## src/rtl/acc_trap_pkg.sv

```systemverilog
package acc_trap_pkg;
  localparam int RES_W    = 5;
  localparam int B_UNDEF  = 0;
  localparam int B_TRAP2  = 1;
  localparam int B_TRAP3  = 2;
  localparam int B_MEM    = 3;
  localparam int B_DIRECT = 4;

  typedef logic [1:0] lvl_t;
  localparam lvl_t LVL_0 = 2'd0;
  localparam lvl_t LVL_1 = 2'd1;
  localparam lvl_t LVL_2 = 2'd2;
  localparam lvl_t LVL_3 = 2'd3;

  typedef struct packed {
    lvl_t lvl;
    logic el2_on;
    logic nv;
    logic nv2;
    logic has_el3;
    logic trap_low;
  } ctl_t;
endpackage

```

## src/rtl/acc_trap_decode.sv

```systemverilog
module acc_trap_decode
  import acc_trap_pkg::*;
#(
  parameter int          EC_W    = 6,
  parameter logic [EC_W-1:0]  EC_VAL  = 6'h18,
  parameter int          OFF_W   = 12,
  parameter logic [OFF_W-1:0] OFF_VAL = 12'h930
) (
  input  logic             vld,
  input  ctl_t             ctl,
  output logic [RES_W-1:0] res,
  output logic [EC_W-1:0]  ec,
  output logic [OFF_W-1:0] off
);
  // EL3 pre-empts lower handling whenever it exists and asks for traps
  function automatic logic el3_claims(input ctl_t c);
    return c.has_el3 & c.trap_low;
  endfunction

  function automatic logic [RES_W-1:0] pick(input ctl_t c);
    logic [RES_W-1:0] r;
    r = '0;
    unique case (c.lvl)
      LVL_0: r[B_UNDEF] = 1'b1;
      LVL_1: begin
        if (c.el2_on && c.nv && c.nv2)  r[B_MEM]   = 1'b1;
        else if (c.el2_on && c.nv)      r[el3_claims(c) ? B_TRAP3 : B_TRAP2] = 1'b1;
        else                            r[B_UNDEF] = 1'b1;
      end
      LVL_2: r[el3_claims(c) ? B_TRAP3 : B_DIRECT] = 1'b1;
      default: r[B_DIRECT] = 1'b1;
    endcase
    return r;
  endfunction

  logic [RES_W-1:0] raw;
  logic             is_trap;
  logic             is_redirect;

  assign raw         = vld ? pick(ctl) : '0;
  assign is_trap     = raw[B_TRAP2] | raw[B_TRAP3];
  assign is_redirect = raw[B_MEM];
  assign res         = raw;
  assign ec          = is_trap ? EC_VAL : '0;
  assign off         = is_redirect ? OFF_VAL : '0;

  always_comb begin
    if (vld) p_onehot_r9: assert ($onehot(res));
    else     p_idle_zero_r9: assert (res == '0 && ec == '0 && off == '0);
  end
endmodule

```

## src/rtl/acc_trap_stage.sv

```systemverilog
module acc_trap_stage
  import acc_trap_pkg::*;
#(
  parameter int EC_W  = 6,
  parameter int OFF_W = 12
) (
  input  logic             clk,
  input  logic             rst_n,
  input  logic             vld_i,
  input  logic             wr_i,
  input  logic [RES_W-1:0] res_i,
  input  logic [EC_W-1:0]  ec_i,
  input  logic [OFF_W-1:0] off_i,
  output logic             vld_o,
  output logic             wr_o,
  output logic [RES_W-1:0] res_o,
  output logic [EC_W-1:0]  ec_o,
  output logic [OFF_W-1:0] off_o
);
  always_ff @(posedge clk or negedge rst_n) begin
    if (!rst_n) begin
      vld_o <= 1'b0;
      wr_o  <= 1'b0;
      res_o <= '0;
      ec_o  <= '0;
      off_o <= '0;
    end else begin
      vld_o <= vld_i;
      wr_o  <= wr_i;
      res_o <= res_i;
      ec_o  <= ec_i;
      off_o <= off_i;
    end
  end

  p_pipe_res_r10: assert property (@(posedge clk) disable iff (!rst_n)
    vld_i |=> (vld_o && res_o == $past(res_i) && ec_o == $past(ec_i)));
  p_pipe_wr_r8: assert property (@(posedge clk) disable iff (!rst_n)
    vld_i |=> (wr_o == $past(wr_i)));
endmodule

```

## src/rtl/sysreg_trap_decoder.sv

```systemverilog
module sysreg_trap_decoder
  import acc_trap_pkg::*;
#(
  parameter int               EC_W    = 6,
  parameter logic [EC_W-1:0]  EC_VAL  = 6'h18,
  parameter int               OFF_W   = 12,
  parameter logic [OFF_W-1:0] OFF_VAL = 12'h930
) (
  input  logic             clk,
  input  logic             rst_n,
  input  logic             acc_vld,
  input  logic             acc_wr,
  input  logic [1:0]       cur_el,
  input  logic             el2_on,
  input  logic             nv,
  input  logic             nv2,
  input  logic             has_el3,
  input  logic             el3_trap_low,
  output logic [4:0]       res_now,
  output logic [EC_W-1:0]  ec_now,
  output logic [OFF_W-1:0] off_now,
  output logic             vld_q,
  output logic             wr_q,
  output logic [4:0]       res_q,
  output logic [EC_W-1:0]  ec_q,
  output logic [OFF_W-1:0] off_q
);
  ctl_t ctl;
  assign ctl = '{lvl: cur_el, el2_on: el2_on, nv: nv, nv2: nv2,
                 has_el3: has_el3, trap_low: el3_trap_low};

  acc_trap_decode #(.EC_W(EC_W), .EC_VAL(EC_VAL), .OFF_W(OFF_W), .OFF_VAL(OFF_VAL)) u_dec (
    .vld(acc_vld), .ctl(ctl), .res(res_now), .ec(ec_now), .off(off_now)
  );

  acc_trap_stage #(.EC_W(EC_W), .OFF_W(OFF_W)) u_stage (
    .clk(clk), .rst_n(rst_n),
    .vld_i(acc_vld), .wr_i(acc_wr), .res_i(res_now), .ec_i(ec_now), .off_i(off_now),
    .vld_o(vld_q), .wr_o(wr_q), .res_o(res_q), .ec_o(ec_q), .off_o(off_q)
  );

  p_el0_undef_r1: assert property (@(posedge clk) disable iff (!rst_n)
    (acc_vld && cur_el == LVL_0) |-> res_now[B_UNDEF]);
  p_redirect_off_r2: assert property (@(posedge clk) disable iff (!rst_n)
    res_now[B_MEM] |-> (off_now == OFF_VAL && cur_el == LVL_1 && nv2));
  p_el3_direct_r6: assert property (@(posedge clk) disable iff (!rst_n)
    (acc_vld && cur_el == LVL_3) |-> res_now[B_DIRECT]);
  p_trap_ec_r7: assert property (@(posedge clk) disable iff (!rst_n)
    (res_now[B_TRAP2] || res_now[B_TRAP3]) |-> (ec_now == EC_VAL && off_now == '0));
  p_trap3_src_r5: assert property (@(posedge clk) disable iff (!rst_n)
    res_now[B_TRAP3] |-> (has_el3 && el3_trap_low));
endmodule

```

## config.mk

```make
export PLATFORM = sky130hd
export DESIGN_NAME = sysreg_trap_decoder
export DESIGN_NICKNAME = d
export VERILOG_FILES = /design/src/rtl/acc_trap_pkg.sv /design/src/rtl/acc_trap_decode.sv /design/src/rtl/acc_trap_stage.sv /design/src/rtl/sysreg_trap_decoder.sv
export SDC_FILE = /design/constraint.sdc
export NUM_CORES = 1
export LEC_CHECK = 0
export CAP_MARGIN = 20
export CORE_ASPECT_RATIO = 0.75
export CORE_UTILIZATION = 30
export DETAILED_ROUTE_END_ITERATION = 16
export HOLD_SLACK_MARGIN = 0.12
export PLACE_DENSITY = 0.8
export SYNTH_ARGS = -nofsm -noshare
export SYNTH_HDL_FRONTEND = slang
export SYNTH_SLANG_ARGS = --single-unit
```

## constraint.sdc

```tcl
create_clock -name clk -period 1.3 [get_ports clk]
set_input_delay 0.26 -clock clk [delete_from_list [all_inputs] [get_ports clk]]
set_output_delay 0.26 -clock clk [all_outputs]
set_load 0.02 [all_outputs]
```

==> impl_metrics.env, run 1 <==
export IMPL_outcome="complete, but fails checks"
export IMPL_violations="setup timing"
export IMPL_pre_cts_ws_ns=-1.07
export IMPL_final_seq_area_um2=200
export IMPL_yosysSeqAreaShare=0.316
export IMPL_cap_violations=0
export IMPL_worstHoldPathType="input port to asynchronous set/reset pin"
export IMPL_nFillCells=181
export IMPL_drt_pre_antenna_iters=3
export IMPL_leak_pwr_uw=0.000520
export IMPL_netlist_top_cells_area="buf_4, dfrtp_1, ha_1, a21boi_0, inv_1"
export IMPL_final_cell_count_no_fill=117
export IMPL_synth_cell_types=16
export IMPL_synth_seq_cells=8
export IMPL_cell_at_the_root_of_the_clock_tree="clkbuf_4"
export IMPL_detail_route_wl_per_cell_um=10.8
export IMPL_synth_area_per_cell_um2=9.47
export IMPL_antenna_violating_nets_post_route=0
export IMPL_share_of_post_route_cells_with_drive_strength_above_1=0.355
export IMPL_worst_path_depth=6
export IMPL_critPathSlowestCell="o21a_1"
export IMPL_num_rows=14
export IMPL_grt_remaining_overflow=0
export IMPL_global_route_usage_total=0.110
export IMPL_report_final_setup_viol=6
export IMPL_placed_cell_area_um2=843
export IMPL_grt_max_degree=9
export IMPL_htree_levels=1
export IMPL_endpoint_of_the_worst_setup_timing_path="res_now[4]"
export IMPL_post_route_hold_slack_ns=0.282
export IMPL_library_cell_with_the_highest_instance_count_after_synthesis="buf_4"
export IMPL_timing_max_transition_violations_final=0
export IMPL_layout_setup_ws_ns=-0.0868
export IMPL_dieArea_um2=2300
export IMPL_cts_hold_buf=0
export IMPL_io_pins=59
export IMPL_post_synth_inst_count=67
export IMPL_critPathMostFrequentCell="buf_6"
export IMPL_count_of_placed_standard_cells_including_taps=114
export IMPL_gp_congestion=0.671
export IMPL_vdd_ir_drop_max_mv=0.502
export IMPL_synth_cell_area_um2=634
export IMPL_worst_path_dominant_cell_family="buffers and inverters"
export IMPL_worst_setup_path_start_kind="input port"
export IMPL_clockBufferDepth=2
export IMPL_timing_critical_path_required_ns=1.04
export IMPL_tritoncts_num_buffers=3
export IMPL_core_area_um2=2000
export IMPL_crit_buf_inv=3
export IMPL_numPortBuffers=34
export IMPL_fin_nets=110
export IMPL_min_period_ns=1.39
export IMPL_antenna_violations_before_repair=0
export IMPL_number_of_enable_type_register_cells_in_the_synthesized_netlist=0
export IMPL_wl_um=1260
export IMPL_total_of_warnings_raised_by_yosys=0
export IMPL_die_span_in_y_um=41.8
export IMPL_worst_setup_path_type="input port to output pin"
export IMPL_ys_async_sr_fraction=1.00
export IMPL_synth_largest_area_cell="buf_4"
export IMPL_antennaDiodeCount=0
export IMPL_remaining_drc_errors=0
export IMPL_period_share=1.07
export IMPL_yosys_area_top_type_share=0.414
export IMPL_timing_critical_path_fanout_max=4
export IMPL_worstSetupStartpoint="cur_el[1]"
export IMPL_num_vias=460
export IMPL_area_growth_synth_to_final_pct=51.9
export IMPL_start_util=0.318
export IMPL_clk_pin_slew_worst_paths_ns=0.05
export IMPL_synth_commonest_cells="buf_4, dfrtp_1, ha_1, inv_1"
export IMPL_critPathArrivalTime_ns=1.13
export IMPL_yosys_most_used_dff="dfrtp_1"
export IMPL_timing_critical_path_cells="buf_8 > buf_6 > ha_4 > a21boi_1 > o21a_1 > buf_6"
export IMPL_layout_cell_area_non_filler_um2=963
export IMPL_highest_attainable_clock_frequency_ghz=0.721
export IMPL_grt_first_pass_wirelength_um=1730
export IMPL_multiInputGateArea_um2=337
export IMPL_timing_hold_violations_final=0
export IMPL_dieWidth_um=55.1
export IMPL_detailed_place_hpwl_um=916
export IMPL_drt_first_iter_violations=2
export IMPL_setup_repair_after_global_routing_missed_its_margin="true"
export IMPL_grt_pass1_vias=428
export IMPL_cts_tree="done"
export IMPL_cts_num_sinks=8
export IMPL_via_per_inst=3.93
export IMPL_cp_end_kind="output pin"
export IMPL_p_per_area_nw_per_um2=695
export IMPL_post_layout_total_power_uw=669
export IMPL_cpPeakStageDelay_ns=0.22
-- stage by stage --
step / util / setup TNS, ns
global placement: 0.422 / -11.43
detailed placement: 0.422 / -11.91
floorplan: - / -0.0676
CTS: 0.449 / -0.292
finish: 0.482 / -0.320
global route: 0.482 / -0.620
-- final cells by class --
type	instances	share of cell area
inverters	4	0.0312
clock buffers	3	0.0234
flip-flops and latches	8	0.208
multi-input cells	43	0.349
well taps	24	0.0312
repair buffers	35	0.357
-- state kept, by name (all words and copies together), names as in the netlist --
signal         count
u_stage.off_o      1
u_stage.vld_o      1
u_stage.wr_o       1
u_stage.res_o      4
u_stage.ec_o       1
-- cells in the final DEF, fill, tap and decap left out, types with 2 or more instances in the layout --
cell type        instances
ha_4                     3
inv_1                    2
a21boi_1                 2
clkbuf_4                 3
nand3_2                  2
conb_1                  24
buf_4                    3
clkdlybuf4s15_1          3
dlygate4sd2_1           13
buf_6                    9
clkbuf_2                 2
inv_8                    2
dfrtp_1                  8
clkdlybuf4s50_1          2
-- per-layer routing --
metal / wire [um] / up-vias / GRT usage
li1: - / 206 / -
met1: 360 / 209 / 0.0811
met2: 710 / 41 / 0.207
met3: 152 / 4 / 0.0110
met4: 40 / 0 / 0.130
met5: 0 / - / 0
-- report_power, final --
group          leakage (uW)  switching (uW)  internal (uW)
clock             0.0000138            75.0            105
sequential         0.000105            2.34            258
combinational      0.000401             150           78.6
total              0.000520             228            442
-- worst min path at each step --
stage          start                to  slack (ns)  cells after the start
6_report       rst_n  u_stage.res_o[2]        0.28                      1
5_1_grt        rst_n  u_stage.res_o[0]        0.30                      1
4_1_cts        rst_n  u_stage.res_o[2]        0.29                      1
3_5_place_dp   rst_n  u_stage.res_o[0]        0.55                      1
3_3_place_gp   rst_n  u_stage.off_o[8]        0.54                      1
2_1_floorplan  rst_n   u_stage.ec_o[3]       -0.04                      0
-- cell families after synthesis --
group                      count (synthesis)  share of synthesized area
buffers and inverters                     39                      0.438
adders and majority gates                  4                     0.0789
AOI/OAI and AO/OA                          7                     0.0868
and+or+nand+nor                            8                     0.0749
other                                      1                    0.00591
DFF                                        8                      0.316
-- repair_timing --
action / in CTS / in global routing
setup buffers: 0 / 0
endpoints found under the setup margin: 26 / 11
resized for setup: 106 / 25
pin swaps: 7 / 8
Note: power is estimated with default switching activity, not from simulation.
==> inputs of run 2 (changes only) <==
==> constraint.sdc (replaced) <==
create_clock -name clk -period 1.3 [get_ports clk]
set_input_delay 0.325 -clock clk [delete_from_list [all_inputs] [get_ports clk]]
set_output_delay 0.325 -clock clk [all_outputs]
set_load 0.02 [all_outputs]
==> run 2 against run 1 <==
The flow still finishes with violations (setup timing); largest power group unchanged; highest routed layer unchanged; combinational power is 6% higher; critical path depth stayed put; cell count is 7.7% higher; clock power is 2% lower; die area stayed put; sequential cell count stayed put; largest cell class unchanged; total power is 1.4% higher; sequential share of layout area is 1.8 points lower; clock-buffer cell count stayed put.
==> impl_metrics.env, run 2 (synthesized netlist as in run 1, its figures left out) <==
export IMPL_dieWidth_um=55.1
export IMPL_setup_repair_after_global_routing_missed_its_margin="true"
export IMPL_start_util=0.318
export IMPL_share_of_post_route_cells_with_drive_strength_above_1=0.451
export IMPL_critPathSlowestCell="o21a_1"
export IMPL_htree_levels=1
export IMPL_final_seq_area_um2=200
export IMPL_post_route_hold_slack_ns=0.303
export IMPL_count_of_placed_standard_cells_including_taps=116
export IMPL_dieArea_um2=2300
export IMPL_global_route_usage_total=0.102
export IMPL_tritoncts_num_buffers=3
export IMPL_die_span_in_y_um=41.8
export IMPL_final_common_cell="conb_1"
export IMPL_worstHoldPathType="input port to register"
export IMPL_final_cell_mix="conb_1, buf_6, dlygate4sd2_1, dfrtp_1, clkbuf_2"
export IMPL_violations="setup timing"
export IMPL_detailed_place_hpwl_um=967
export IMPL_gp_congestion=0.642
export IMPL_timing_critical_path_fanout_max=4
export IMPL_antenna_violations_before_repair=0
export IMPL_core_area_um2=2000
export IMPL_critPathArrivalTime_ns=1.19
export IMPL_grt_remaining_overflow=0
export IMPL_drt_first_iter_violations=3
export IMPL_multiInputGateArea_um2=344
export IMPL_cap_violations=0
export IMPL_registers_top_by_ff_count="u_stage.res_o"
export IMPL_area_growth_synth_to_final_pct=66.1
export IMPL_critPathMostFrequentCell="buf_6"
export IMPL_report_final_setup_viol=11
export IMPL_timing_hold_violations_final=0
export IMPL_largest_register_ffs=4
export IMPL_num_rows=14
export IMPL_via_per_inst=3.79
export IMPL_wl_um=1210
export IMPL_grt_first_pass_wirelength_um=1750
export IMPL_drt_pre_antenna_iters=2
export IMPL_clockBufferDepth=2
export IMPL_antennaDiodeCount=0
export IMPL_io_pins=59
export IMPL_p_per_area_nw_per_um2=644
export IMPL_cts_tree="done"
export IMPL_final_cell_count_no_fill=126
export IMPL_timing_critical_path_cells="buf_12 > buf_6 > ha_4 > a21boi_1 > o21a_1 > buf_6"
export IMPL_fin_nets=119
export IMPL_cp_end_kind="output pin"
export IMPL_grt_pass1_vias=398
export IMPL_antenna_violating_nets_post_route=0
export IMPL_numPortBuffers=34
export IMPL_outcome="complete, but fails checks"
export IMPL_num_vias=477
export IMPL_vdd_ir_drop_max_mv=0.638
export IMPL_cell_at_the_root_of_the_clock_tree="clkbuf_4"
export IMPL_cts_num_sinks=8
export IMPL_timing_critical_path_required_ns=0.98
export IMPL_period_share=1.17
export IMPL_detail_route_wl_per_cell_um=9.58
export IMPL_timing_max_transition_violations_final=0
export IMPL_worst_setup_path_type="input port to output pin"
export IMPL_cpPeakStageDelay_ns=0.22
export IMPL_clk_pin_slew_worst_paths_ns=0.05
export IMPL_layout_setup_ws_ns=-0.219
export IMPL_grt_max_degree=9
export IMPL_nFillCells=185
export IMPL_leak_pwr_uw=0.000561
export IMPL_worst_setup_path_start_kind="input port"
export IMPL_min_period_ns=1.52
export IMPL_remaining_drc_errors=0
export IMPL_highest_attainable_clock_frequency_ghz=0.658
==> run 2: cell count changes in the layout (fill, tap and decap cells not counted), moves of 2 or more <==
cell	previous run	this run
clkbuf_2	2	7
inv_8	2	0
dlygate4sd2_1	13	10
buf_4	3	5
buf_6	9	16
==> run 2: path summary, 6_finish.rpt <==
check                      slack [ns]       from                to  depth (start not counted)
max                             -0.22  cur_el[1]        res_now[4]                          6
min                              0.30    acc_vld     u_stage.vld_o                          1
max in group asynchronous        0.69      rst_n  u_stage.res_o[0]                          1
min in group asynchronous        0.35      rst_n  u_stage.res_o[2]                          1
==> run 2: per-layer routing <==
metal / vias up / routed length (um) / GRT usage
met4: 0 / 11 / 0.0450
met1: 214 / 429 / 0.117
met2: 34 / 602 / 0.181
li1: 227 / - / -
met3: 2 / 163 / 0.0147
met5: - / 0 / 0
==> run 2: final cells by class <==
type	count	area share
Sequential cell	8	0.190
Timing Repair Buffer	44	0.399
Tap cell	24	0.0285
Multi-Input combinational cell	43	0.327
Clock buffer	3	0.0214
Inverter	4	0.0344
==> run 2: where the power goes <==
group          internal [uW]  switching (uW)
Sequential               258            2.06
Combinational           90.4             153
Clock                    105            70.8
==> run 2: through the flow <==
stage,worst slack (ns),TNS (ns),power [uW],utilization,area (um^2)
floorplan,-0.0361,-0.163,459,-,833
global placement,-1.22,-14.40,494,0.475,948
detailed placement,-1.25,-14.96,497,0.475,948
CTS,-0.352,-2.95,672,0.502,1000
global route,-0.252,-2.56,715,0.528,1050
finish,-0.219,-2.08,679,0.528,1050
==> run 2: critical path, delay by kind of cell <==
kind | cells | cell delay (ns)
compound gates | 2 | 0.34
buf+inv | 3 | 0.38
fa+ha+maj | 1 | 0.16
==> run 2: timing repair <==
action | 4_1_cts | 5_1_grt
hold buffers | 0 | 0
resized for setup | 104 | 25
pin swaps | 5 | 6
endpoints found under the setup margin | 29 | 16
setup buffers | 3 | 5
==> inputs of run 3 (changes only) <==
--- a/config.mk
+++ b/config.mk
@@ -9,8 +9,10 @@
 export CORE_ASPECT_RATIO = 0.75
 export CORE_UTILIZATION = 30
 export DETAILED_ROUTE_END_ITERATION = 16
+export GPL_TIMING_DRIVEN = 0
 export HOLD_SLACK_MARGIN = 0.12
 export PLACE_DENSITY = 0.8
 export SYNTH_ARGS = -nofsm -noshare
 export SYNTH_HDL_FRONTEND = slang
 export SYNTH_SLANG_ARGS = --single-unit
+export TNS_END_PERCENT = 100
==> constraint.sdc (replaced) <==
create_clock -name clk -period 1.53 [get_ports clk]
set_input_delay 0.3825 -clock clk [delete_from_list [all_inputs] [get_ports clk]]
set_output_delay 0.3825 -clock clk [all_outputs]
set_load 0.02 [all_outputs]
==> run 3 against run 2 <==
Clock-buffer cell count unchanged; sequential share of layout area fell by 3.3 points; die area is the same; via count up 22%; global-route usage is 4.5 points higher; first-iteration DRC count fell by 33%; total power shrank 6.7%; the flow still finishes with violations (setup timing); worst setup slack better by 0.066 ns; hold slack gained 0.10 ns; design area up 21%; critical path depth is the same; sequential power down 15%.
==> impl_metrics.env, run 3 (synthesized netlist as in run 1, its figures left out) <==
export IMPL_numPortBuffers=34
export IMPL_grt_pass1_vias=551
export IMPL_cts_num_sinks=8
export IMPL_setup_repair_after_global_routing_missed_its_margin="true"
export IMPL_largest_register_ffs=4
export IMPL_via_per_inst=3.80
export IMPL_grt_max_degree=9
export IMPL_wl_um=1620
export IMPL_detailed_place_hpwl_um=1050
export IMPL_pre_cts_ws_ns=-1.15
export IMPL_grt_remaining_overflow=0
export IMPL_die_span_in_y_um=41.8
export IMPL_worst_setup_path_start_kind="input port"
export IMPL_post_layout_total_power_uw=633
export IMPL_grt_first_pass_wirelength_um=2340
export IMPL_cp_end_kind="output pin"
export IMPL_crit_buf_inv=3
export IMPL_gr_max_usage_layer="met2"
export IMPL_antenna_violating_nets_post_route=0
export IMPL_dieArea_um2=2300
export IMPL_timing_critical_path_required_ns=1.15
export IMPL_final_common_cell="buf_4"
export IMPL_fin_setup_tns_ns=-1.29
export IMPL_p_per_area_nw_per_um2=496
export IMPL_cap_violations=0
export IMPL_critPathArrivalTime_ns=1.30
export IMPL_fin_nets=146
export IMPL_met2_routing_resource_usage_after_global_routing=0.243
export IMPL_min_period_ns=1.68
export IMPL_htree_levels=1
export IMPL_clockBufferDepth=2
export IMPL_utilization_of_the_core_after_routing=0.639
export IMPL_cts_tree="done"
export IMPL_num_rows=14
export IMPL_tritoncts_num_buffers=3
export IMPL_start_util=0.318
export IMPL_critPathSlowestCell="ha_4"
export IMPL_report_final_setup_viol=11
export IMPL_io_pins=59
export IMPL_core_area_um2=2000
export IMPL_remaining_drc_errors=0
export IMPL_violations="setup timing"
export IMPL_layout_setup_ws_ns=-0.153
export IMPL_outcome="complete, but fails checks"
export IMPL_antennaDiodeCount=0
export IMPL_worst_setup_path_type="input port to output pin"
export IMPL_highest_attainable_clock_frequency_ghz=0.594
export IMPL_vdd_ir_drop_max_mv=0.392
export IMPL_timing_critical_path_fanout_max=3
export IMPL_cts_hold_buf=0
export IMPL_global_route_usage_total=0.147
export IMPL_dieWidth_um=55.1
export IMPL_clk_pin_slew_worst_paths_ns=0.05
export IMPL_drt_first_iter_violations=2
export IMPL_post_route_hold_slack_ns=0.407
export IMPL_cell_at_the_root_of_the_clock_tree="clkbuf_4"
export IMPL_worst_path_dominant_cell_family="buffers and inverters"
export IMPL_timing_max_transition_violations_final=0
export IMPL_period_share=1.10
export IMPL_drt_pre_antenna_iters=2
export IMPL_share_of_post_route_cells_with_drive_strength_above_1=0.535
export IMPL_cpPeakStageDelay_ns=0.27
export IMPL_area_growth_synth_to_final_pct=101
export IMPL_worstSetupStartpoint="cur_el[1]"
export IMPL_gp_congestion=0.635
export IMPL_antenna_violations_before_repair=0
export IMPL_timing_critical_path_cells="buf_12 > clkinv_8 > ha_4 > nand2_4 > a211oi_2 > buf_4"
export IMPL_num_vias=581
export IMPL_worstHoldPathType="input port to asynchronous set/reset pin"
export IMPL_gr_usage_met1=0.149
export IMPL_registers_top_by_ff_count="u_stage.res_o"
export IMPL_final_cell_mix="buf_4, conb_1, buf_6, dlygate4sd2_1, dfrtp_1"
export IMPL_leak_pwr_uw=0.000718
export IMPL_timing_hold_violations_final=0
export IMPL_detail_route_wl_per_cell_um=10.6
export IMPL_worst_path_depth=6
export IMPL_global_route_usage_met3=0.0220
## run 3: changes by cell type in the layout (fill, tap and decap cells not counted), moves of 2 or more
cell	previous run	this run
dlygate4sd2_1	10	12
clkdlybuf4s15_1	2	6
clkbuf_2	7	0
buf_4	5	33
## run 3: area by class of cell
| class | instances | area [um^2] |
|---|---|---|
| multi-input combinational | 43 | 343 |
| tap | 24 | 30.0 |
| inverter | 4 | 32.5 |
| timing repair buffer | 36 | 367 |
| buffer | 35 | 282 |
| clock buffer | 3 | 22.5 |
| sequential | 8 | 200 |
| fill | 152 | 721 |
## run 3: timing repair
action                                  4_1_cts  5_1_grt
setup buffers                                 1        1
pin swaps                                     9        3
endpoints found under the setup margin       24       14
cloned                                        0        0
gates resized for setup                     128       10
## run 3: through the flow
| stage | instances | area (um^2) |
|---|---|---|
| 2_1_floorplan | 90 | 728 |
| 3_3_place_gp | 148 | 1100 |
| 3_5_place_dp | 148 | 1100 |
| 4_1_cts | 152 | 1240 |
| 5_1_grt | 153 | 1280 |
| 6_report | 153 | 1280 |
## run 3: layer usage
metal  vias up  share of wire
li1        283              -
met1       252           0.37
met2        42           0.50
met3         4           0.10
met4         0          0.021
met5         -              0
## run 3: worst paths after layout
kind / end / slack (ns)
max: res_now[1] / -0.15
min: u_stage.res_o[4] / 0.41
max in group asynchronous: u_stage.wr_o / 0.87
min in group clk: u_stage.vld_o / 0.46
## run 3: where the power goes
part	total, uW	switching (uW)	internal [uW]
Clock	157	67.1	89.4
Sequential	221	1.90	219
Combinational	256	140	116
Total	633	209	424
